<file path="src/rtl/sck_div_pkg.sv">
`timescale 1ns/1ps
package sck_div_pkg;

  // Which strobe the running half-period will end with.
  typedef enum logic {
    PH_TO_RISE = 1'b0,
    PH_TO_FALL = 1'b1
  } phase_e;

  // Control-to-datapath strobes.
  typedef struct packed {
    logic   clear;    // idle: zero the counter, capture the setting
    logic   advance;  // running: count, wrap on terminal
    phase_e phase;    // selects which half length applies
  } seq_t;

endpackage

</file>
<file path="src/rtl/sck_div_path.sv">
`timescale 1ns/1ps
module sck_div_path
  import sck_div_pkg::*;
#(
  parameter int MANT_W  = 4,
  parameter int EXP_W   = 3,
  parameter int LEG_W   = 5,
  parameter int LEG_OFS = 16,
  parameter int MIN_DIV = 4,
  localparam int FIELD_W = MANT_W + EXP_W + 1,
  localparam int MAX_EXP = (1 << EXP_W) - 1,
  localparam int DIV_W   = MANT_W + MAX_EXP
) (
  input  logic               clk,
  input  logic               rstN,
  input  logic               extMode,
  input  logic [FIELD_W-1:0] field,
  input  seq_t               seq,
  output logic               terminal
);

  logic [MANT_W-1:0] mant;
  logic [EXP_W-1:0]  expo;
  logic [LEG_W-1:0]  legCode;
  logic [DIV_W-1:0]  extDiv, legDiv, rawDiv, decDiv;
  logic [DIV_W-1:0]  divReg, hiLen, loLen, curLen, cnt;
  logic              unusedHole;

  // Field decode: mantissa low, exponent split around a hole bit.
  assign mant       = field[MANT_W-1:0];
  assign expo       = {field[FIELD_W-1:MANT_W+2], field[MANT_W]};
  assign unusedHole = field[MANT_W+1];
  assign legCode    = field[LEG_W-1:0];

  always_comb begin
    extDiv = DIV_W'(mant) << expo;
    if (legCode >= LEG_W'(LEG_OFS + 2))
      legDiv = DIV_W'(legCode - LEG_W'(LEG_OFS)) << 1;
    else
      legDiv = '0;
    rawDiv = extMode ? extDiv : legDiv;
    decDiv = (rawDiv < DIV_W'(MIN_DIV)) ? DIV_W'(MIN_DIV) : rawDiv;
  end

  // Setting is captured only while idle.
  always_ff @(posedge clk or negedge rstN) begin
    if (!rstN)          divReg <= DIV_W'(MIN_DIV);
    else if (seq.clear) divReg <= decDiv;
  end

  assign loLen  = divReg >> 1;
  assign hiLen  = divReg - loLen;
  assign curLen = (seq.phase == PH_TO_RISE) ? hiLen : loLen;
  assign terminal = (cnt == curLen - DIV_W'(1));

  always_ff @(posedge clk or negedge rstN) begin
    if (!rstN)            cnt <= '0;
    else if (seq.clear)   cnt <= '0;
    else if (seq.advance) cnt <= terminal ? '0 : cnt + DIV_W'(1);
  end

  AST_DIV_FLOOR: assert property (@(posedge clk) disable iff (!rstN)
    divReg >= DIV_W'(MIN_DIV)) else $error("divisor below floor");
  AST_CNT_BOUND: assert property (@(posedge clk) disable iff (!rstN)
    cnt < curLen) else $error("count past half length");
  AST_DIV_FROZEN: assert property (@(posedge clk) disable iff (!rstN)
    (!seq.clear && $past(!seq.clear)) |-> $stable(divReg)) else $error("setting moved mid-run");

endmodule

</file>
<file path="src/rtl/sck_div_ctrl.sv">
`timescale 1ns/1ps
module sck_div_ctrl
  import sck_div_pkg::*;
(
  input  logic clk,
  input  logic rstN,
  input  logic runEn,
  input  logic terminal,
  output seq_t seq,
  output logic riseStb,
  output logic fallStb
);

  phase_e phase;

  assign seq.clear   = !runEn;
  assign seq.advance = runEn;
  assign seq.phase   = phase;

  always_ff @(posedge clk or negedge rstN) begin
    if (!rstN) begin
      phase   <= PH_TO_RISE;
      riseStb <= 1'b0;
      fallStb <= 1'b0;
    end else if (!runEn) begin
      phase   <= PH_TO_RISE;
      riseStb <= 1'b0;
      fallStb <= 1'b0;
    end else begin
      riseStb <= terminal && (phase == PH_TO_RISE);
      fallStb <= terminal && (phase == PH_TO_FALL);
      if (terminal)
        phase <= (phase == PH_TO_RISE) ? PH_TO_FALL : PH_TO_RISE;
    end
  end

  AST_STROBE_EXCL: assert property (@(posedge clk) disable iff (!rstN)
    !(riseStb && fallStb)) else $error("both strobes high");
  AST_IDLE_QUIET: assert property (@(posedge clk) disable iff (!rstN)
    !runEn |=> (!riseStb && !fallStb)) else $error("strobe while idle");
  AST_RISE_GAP: assert property (@(posedge clk) disable iff (!rstN)
    riseStb |=> !riseStb) else $error("back-to-back rise");
  AST_FALL_GAP: assert property (@(posedge clk) disable iff (!rstN)
    fallStb |=> !fallStb) else $error("back-to-back fall");

endmodule

</file>
<file path="src/rtl/sck_prescaler.sv">
`timescale 1ns/1ps
module sck_prescaler
  import sck_div_pkg::*;
#(
  parameter int MANT_W  = 4,
  parameter int EXP_W   = 3,
  parameter int LEG_W   = 5,
  parameter int LEG_OFS = 16,
  parameter int MIN_DIV = 4,
  localparam int FIELD_W = MANT_W + EXP_W + 1
) (
  input  logic               clk,
  input  logic               rstN,
  input  logic               runEn,
  input  logic               extMode,
  input  logic [FIELD_W-1:0] prescaleField,
  output logic               riseStb,
  output logic               fallStb
);

  seq_t seq;
  logic terminal;

  sck_div_path #(
    .MANT_W(MANT_W), .EXP_W(EXP_W), .LEG_W(LEG_W),
    .LEG_OFS(LEG_OFS), .MIN_DIV(MIN_DIV)
  ) uPath (
    .clk(clk), .rstN(rstN), .extMode(extMode),
    .field(prescaleField), .seq(seq), .terminal(terminal)
  );

  sck_div_ctrl uCtrl (
    .clk(clk), .rstN(rstN), .runEn(runEn), .terminal(terminal),
    .seq(seq), .riseStb(riseStb), .fallStb(fallStb)
  );

  AST_RESET_QUIET: assert property (@(posedge clk)
    $rose(rstN) |-> (!riseStb && !fallStb)) else $error("strobe out of reset");

endmodule

</file>
<file path="config.mk">
export PLATFORM = sky130hd
export DESIGN_NAME = sck_prescaler
export DESIGN_NICKNAME = d
export VERILOG_FILES = /design/src/rtl/sck_div_pkg.sv /design/src/rtl/sck_div_path.sv /design/src/rtl/sck_div_ctrl.sv /design/src/rtl/sck_prescaler.sv
export SDC_FILE = /design/constraint.sdc
export NUM_CORES = 1
export LEC_CHECK = 0
export BUFFER_PORTS_ARGS = -buffer_cell sky130_fd_sc_hd__buf_2
export CORE_ASPECT_RATIO = 1.2
export CORE_MARGIN = 2
export CORE_UTILIZATION = 56
export DETAILED_ROUTE_END_ITERATION = 8
export GPL_TIMING_DRIVEN = 0
export PLACE_DENSITY_LB_ADDON = 0.08
export SLEW_MARGIN = 20
export SYNTH_ARGS = -nofsm -noshare
export SYNTH_HDL_FRONTEND = slang
export SYNTH_SLANG_ARGS = --single-unit
</file>
<file path="constraint.sdc">
create_clock -name clk -period 4.4 [get_ports clk]
set_input_delay 0.22 -clock clk [delete_from_list [all_inputs] [get_ports clk]]
set_output_delay 0.22 -clock clk [all_outputs]
set_load 0.02 [all_outputs]
</file>
==> impl_metrics.csv, run 1 <==
group,metric,value,unit
clocking,numCtsBuffers,3,
clocking,cts_tree,"yes",
die,chipWidth,65.0,um
yosys,synth-seq-area-share,0.250,
sta,setup_viol,0,
critical_path,crit_chain,"ha_1, fa_1, or2b_1, a21oi_1, mux2i_1, a221oi_1, xor2_1, nand2_1, a2111oi_2, nand4_1, and3_1",
sta,hold_viol_final,0,
clocking,numClockSinks,25,
yosys,synth_top_area_cell,"dfrtp_1",
final_layout,final_nets,343,
final_layout,fillers,412,
hold_path,min_from,"prescaleField[7]",
yosys,syn_inst,302,
final_layout,layout_common_cells,"29 x nand2_1, 24 x dfrtp_1, 19 x nor2_1, 15 x inv_1, 15 x buf_2",
final_layout,diodes,0,
detailed_routing,wire_per_inst,14.9,um
pwr,p_sw,0.355,mW
yosys,avgSynthCellArea,8.29,um2
critical_path,cp.arrival,3.59,ns
yosys,ys_ff_latch,25,
sta,finClkSkew,0.00889,ns
run_status,status,"completed",
yosys,synth_ff_type,"dfrtp_1",
placed_design,place_area,2620,um2
final_layout,regArea,627,um2
yosys,synth.distinct_cells,67,
critical_path,ff2ff_setup_slack,0.99,ns
sta,fin_crit,3.41,ns
critical_path,crit_buf_inv,0,
final_layout,final_common_cell,"nand2_1",
clocking,clock_path_buffers,2,
yosys,yosys.area.top_type_share,0.240,
pwr,power_density,317,nW/um2
final_layout,drive_gt1_frac,0.148,
grt,grt_antenna_before_repair,0,
die,rows,26,
die,start_util,0.583,
die,design.die.area,5020,um2
clocking,insertion_delay,0.28,ns
grt,overflow,0,
detailed_routing,ant_nets,0,
sta,finalCritPeriodShare,0.775,
hold_path,hp-class,"primary input to register",
final_layout,areaGrowthSynthToFinish,7.15,%
critical_path,crit_fanout,5,
detailed_routing,dr_total_vias,2235,
critical_path,r2r_end,"uPath.cnt[1]$_DFF_PN0_",
detailed_routing,wirelength,5550,um
sta,finalSetupTns,0,ns
die,core_area,4290,um2
pwr,max-vdd-ir-drop,0.215,mV
sta,worst_pin_slew,0.739,ns
placed_design,globalplace.congestion,0.925,
clocking,hold_buffers,1,
grt,grt_pass1_vias,2144,
pwr,switching_share,0.417,
clocking,clkTransAtPathRegs,0.10,ns
critical_path,start_kind,"register",
sta,clock.fmax,293,MHz
yosys,synthArstFlopShare,1.00,
critical_path,reg2reg_depth,11,
critical_path,path_class,"register to register",
final_layout,final_area,2680,um2
critical_path,end_kind,"register",
detailed_routing,routed_via_density,5.99,
die,die_h,77.2,um
yosys,synth_enable_flop_cells,0,
die,io_pins,14,
yosys,yosys_warnings,0,
flow_run,max-cap-violations,0,
critical_path,cp_top_family,"simple AND/OR/NAND/NOR gates",
sta,final_max_slew_viol_count,0,
hold_path,min_to,"uPath.divReg[9]$_DFFE_PN0N_",
yosys,netlist_top_cells_area,"dfrtp_1 24%, ha_1 6.0%, xor2_1 4.9%",
placed_design,post-dp-hpwl,4400,um
critical_path,critPathSlowestCell,"a2111oi_2",
sta,relSlewSlack,0.505,
detailed_routing,first_pass_iters,4,
pwr,leakage,1.14,nW
grt,grt_max_degree,26,
critical_path,required,4.58,ns
yosys,synth_area,2500,um2
clocking,root_buffer,"clkbuf_8",
pwr,p_int,0.496,mW
critical_path,cpPeakStageDelay,0.46,ns
grt,grt_use_total,0.245,
grt,grt_pass1_wl,9940,um
final_layout,multiInputGateArea,1750,um2
clocking,cts_max_level,1,
critical_path,r2r_start,"uPath.divReg[1]$_DFFE_PN0N_",
hold_path,min_path_cells,3,
clocking,cts_resized,0,
placed_design,io_buffers,10,
pwr,seq_power_share,0.299,
yosys,synth_nets,327,
detailed_routing,drt_iter0_drc,77,
sta,rsz0062_at_grt,"no",
pwr,p_comb_frac,0.534,
clocking,cts_setup_buffers,0,
detailed_routing,drc,0,
pwr,power_frac_clock,0.166,
power by group through the flow:
stage	clock (mW)	combinational [mW]	sequential [mW]
floorplan	0	0.368	0.255
global placement	0	0.442	0.259
detailed placement	0	0.449	0.259
CTS	0.145	0.453	0.255
global route	0.156	0.507	0.257
finish	0.141	0.455	0.255
logic make-up after synthesis:
group / Yosys count / share of synthesized area
buffers and inverters: 29 / 0.0490
xor gates and xnor gates: 27 / 0.100
adders and majority gates: 13 / 0.0680
muxes: 10 / 0.0420
AOI/OAI and AO/OA: 78 / 0.226
and+or+nand+nor: 120 / 0.264
DFF: 25 / 0.250
tightest hold or removal path, stage by stage:
cell and delay, ns:
buf_2 0.14, nand3_1 0.11, o31ai_1 0.07
state kept, by name (all words and copies together) (netlist names):
signal / cells
uCtrl.fallStb: 1
uPath.cnt: 11
uCtrl.phase: 1
uCtrl.riseStb: 1
uPath.divReg: 11
synth_stat cells, drive strengths merged (3+ instances only):
cell	instances
nand2	29
nor2	29
dfrtp	24
inv	15
o21ai	15
xor2	14
ha	12
nand3	12
xnor2	12
a21oi	11
nor3	10
clkbuf	8
a21o	7
a31oi	7
nor2b	7
buf	6
mux2i	6
o31ai	6
a211oi	5
and3	5
nor4	5
a221oi	4
mux2	4
nand2b	4
nand4	4
nor3b	4
o211ai	3
or3	3
routing by layer:
metal / global-route usage / wire [um]
met1: 0.345 / 2700
met2: 0.407 / 2690
met3: 0.0191 / 89
met4: 0.0563 / 65
met5: 0 / 0
worst max-delay path by stage:
stage	depth (start not counted)	from	slack, ns	to
final	11	uPath.divReg[1]$_DFFE_PN0N_	0.99	uPath.cnt[1]$_DFF_PN0_
after global routing	10	uPath.divReg[1]$_DFFE_PN0N_	0.70	uPath.cnt[1]$_DFF_PN0_
after CTS	11	uPath.divReg[2]$_DFFE_PN1N_	1.00	uPath.cnt[2]$_DFF_PN0_
after detailed placement	11	uPath.divReg[2]$_DFFE_PN1N_	1.02	uPath.cnt[2]$_DFF_PN0_
after global placement	11	uPath.divReg[2]$_DFFE_PN1N_	1.05	uPath.cnt[2]$_DFF_PN0_
after floorplan	12	uPath.divReg[1]$_DFFE_PN0N_	1.34	uPath.cnt[8]$_DFF_PN0_
stage by stage:
| stage | hold slack (ns) | utilization | setup slack (ns) | cells | power, mW |
|---|---|---|---|---|---|
| 2_1_floorplan | -0.0756 | - | 1.34 | 302 | 0.623 |
| 3_3_place_gp | 0.246 | 0.611 | 1.05 | 368 | 0.701 |
| 3_5_place_dp | 0.254 | 0.611 | 1.02 | 368 | 0.708 |
| 4_1_cts | 0.307 | 0.625 | 1.00 | 373 | 0.852 |
| 5_1_grt | 0.336 | 0.625 | 0.697 | 373 | 0.920 |
| 6_report | 0.305 | 0.625 | 0.989 | 373 | 0.851 |
final cells by class:
type | instances | share of cell area
Buffer | 14 | 0.0247
Clock buffer | 3 | 0.0154
Clock inverter | 1 | 0.00280
Inverter | 15 | 0.0210
Multi-Input combinational cell | 248 | 0.654
Sequential cell | 25 | 0.234
Tap cell | 56 | 0.0261
Timing Repair Buffer | 11 | 0.0224
(Power assumes the default switching activity.)
==> run 2: changes to the inputs <==
==> constraint.sdc (replaced) <==
create_clock -name clk -period 3.5 [get_ports clk]
set_input_delay 0.175 -clock clk [delete_from_list [all_inputs] [get_ports clk]]
set_output_delay 0.175 -clock clk [all_outputs]
set_load 0.02 [all_outputs]
==> run 2 against run 1 <==
  * Final cell count is the same
  * First-iteration DRC count grew 39%
  * Critical endpoint is now uPath.cnt[2]$_DFF_PN0_
  * Sequential power is 25% higher
  * Sequential cell count is the same
  * Largest power group unchanged
==> impl_metrics.csv, run 2 (same netlist as run 1, synthesis figures left out) <==
group,metric,value,unit
placed_design,dpl.cell_count,368,
critical_path,ff2ff_setup_slack,0.17,ns
critical_path,path_class,"register to register",
die,chipWidth,65.0,um
hold_path,min_from,"prescaleField[7]",
final_layout,drive_gt1_frac,0.174,
final_layout,fin_util,0.637,
placed_design,post-dp-hpwl,4400,um
critical_path,r2r_start,"uPath.divReg[1]$_DFFE_PN0N_",
pwr,max-vdd-ir-drop,0.283,mV
pwr,leakage,1.15,nW
clocking,numClockSinks,25,
grt,grt_pass1_wl,9940,um
critical_path,start_kind,"register",
final_layout,final_area,2730,um2
clocking,numCtsBuffers,3,
clocking,cts_setup_buffers,0,
critical_path,crit_fanout,10,
sta,finalSetupTns,0,ns
pwr,p_int,0.638,mW
critical_path,cp.arrival,3.50,ns
sta,final_max_slew_viol_count,0,
critical_path,required,3.68,ns
die,start_util,0.583,
grt,grt_pass1_vias,2144,
detailed_routing,drt_iter0_drc,107,
grt,grt_max_degree,26,
detailed_routing,drc,0,
clocking,clock_path_buffers,2,
die,die_h,77.2,um
sta,hold_viol_final,0,
critical_path,crit_path_start,"uPath.divReg[1]$_DFFE_PN0N_",
pwr,seq_power_share,0.290,
final_layout,diodes,0,
final_layout,reg_top3,"uPath.cnt x11, uPath.divReg x11",
final_layout,instances_no_fill,373,
pwr,power_density,403,nW/um2
die,rows,26,
detailed_routing,ant_nets,0,
final_layout,final_common_cell,"nand2_1",
hold_path,hp-class,"primary input to register",
detailed_routing,routed_via_density,5.97,
sta,worst_pin_slew,0.659,ns
final_layout,fillers,401,
pwr,p_comb_frac,0.548,
pwr,p_total,1.10,mW
clocking,clkTransAtPathRegs,0.10,ns
detailed_routing,wire_per_inst,15.0,um
die,io_pins,14,
run_status,status,"completed",
detailed_routing,dr_total_vias,2227,
pwr,switching_share,0.421,
clocking,insertion_delay,0.28,ns
placed_design,io_buffers,10,
sta,finalCritPeriodShare,0.951,
final_layout,layout_common_cells,"29 x nand2_1, 24 x dfrtp_1, 19 x nor2_1, 15 x inv_1, 15 x buf_2",
detailed_routing,wirelength,5600,um
sta,setup_viol,0,
sta,relSlewSlack,0.558,
sta,clock.fmax,301,MHz
grt,grt_use_total,0.245,
die,core_area,4290,um2
grt,overflow,0,
clocking,root_buffer,"clkbuf_8",
sta,fin_crit,3.33,ns
die,design.die.area,5020,um2
final_layout,areaGrowthSynthToFinish,9.20,%
clocking,cts_tree,"yes",
critical_path,end_kind,"register",
placed_design,place_area,2620,um2
pwr,power_frac_clock,0.162,
placed_design,globalplace.congestion,0.925,
clocking,cts_max_level,1,
detailed_routing,first_pass_iters,5,
pwr,p_sw,0.465,mW
sta,finClkSkew,0.00988,ns
grt,grt_antenna_before_repair,0,
flow_run,max-cap-violations,0,
final_layout,final_nets,343,
[run 2: worst paths after layout]
path,end,cells after the start
worst min register to register,uPath.divReg[2]$_DFFE_PN1N_,2
worst min-delay path,uPath.divReg[9]$_DFFE_PN0N_,3
worst max-delay path,uPath.cnt[2]$_DFF_PN0_,12
worst max register to register,uPath.cnt[2]$_DFF_PN0_,12
min in group asynchronous,uPath.divReg[0]$_DFFE_PN0N_,2
max in group asynchronous,uPath.divReg[10]$_DFFE_PN0N_,2
[run 2: repair_timing]
item                                    4_1_cts  5_1_grt
endpoints found under the setup margin        0       14
gates resized for setup                       0       10
hold buffers                                  1        0
hold endpoints to repair                     24        0
[run 2: final cells by class]
| type | count | area, um2 | share of cell area |
|---|---|---|---|
| timing repair buffer | 11 | 60.1 | 0.0220 |
| buffer | 14 | 66.3 | 0.0243 |
| clock inverter | 1 | 7.51 | 0.00275 |
| inverter | 15 | 56.3 | 0.0206 |
| sequential | 25 | 627 | 0.229 |
| tap | 56 | 70.1 | 0.0256 |
| clock buffer | 3 | 41.3 | 0.0151 |
| multi-input combinational | 248 | 1810 | 0.660 |
[run 2: critical path: stages, from the launching register on]
cell	delay, ns
dfrtp_1	0.44
ha_1	0.23
fa_2	0.39
or2b_1	0.27
a21oi_2	0.16
mux2i_2	0.35
o21ai_0	0.17
a21oi_1	0.16
a221oi_1	0.11
a2111oi_2	0.49
a41o_1	0.25
buf_6	0.17
nor2_2	0.05
[run 2: routing by layer]
metal,up-vias,GRT usage,routed length [um]
met2,32,0.407,2720
met5,-,0,0
met4,0,0.0563,48
met1,1049,0.345,2700
met3,4,0.0191,127
li1,1142,-,-
[run 2: stage by stage]
step / hold WS, ns / setup slack, ns
final: 0.258 / 0.173
after global routing: 0.291 / -0.0271
after CTS: 0.262 / 0.101
after detailed placement: 0.209 / 0.123
after global placement: 0.201 / 0.148
after floorplan: -0.121 / 0.436
[run 2: power by group through the flow]
stage | sequential [mW] | clock (mW) | combinational [mW]
6_report | 0.320 | 0.178 | 0.604
3_5_place_dp | 0.326 | 0 | 0.565
3_3_place_gp | 0.325 | 0 | 0.555
4_1_cts | 0.320 | 0.182 | 0.569
2_1_floorplan | 0.321 | 0 | 0.462
5_1_grt | 0.323 | 0.196 | 0.671
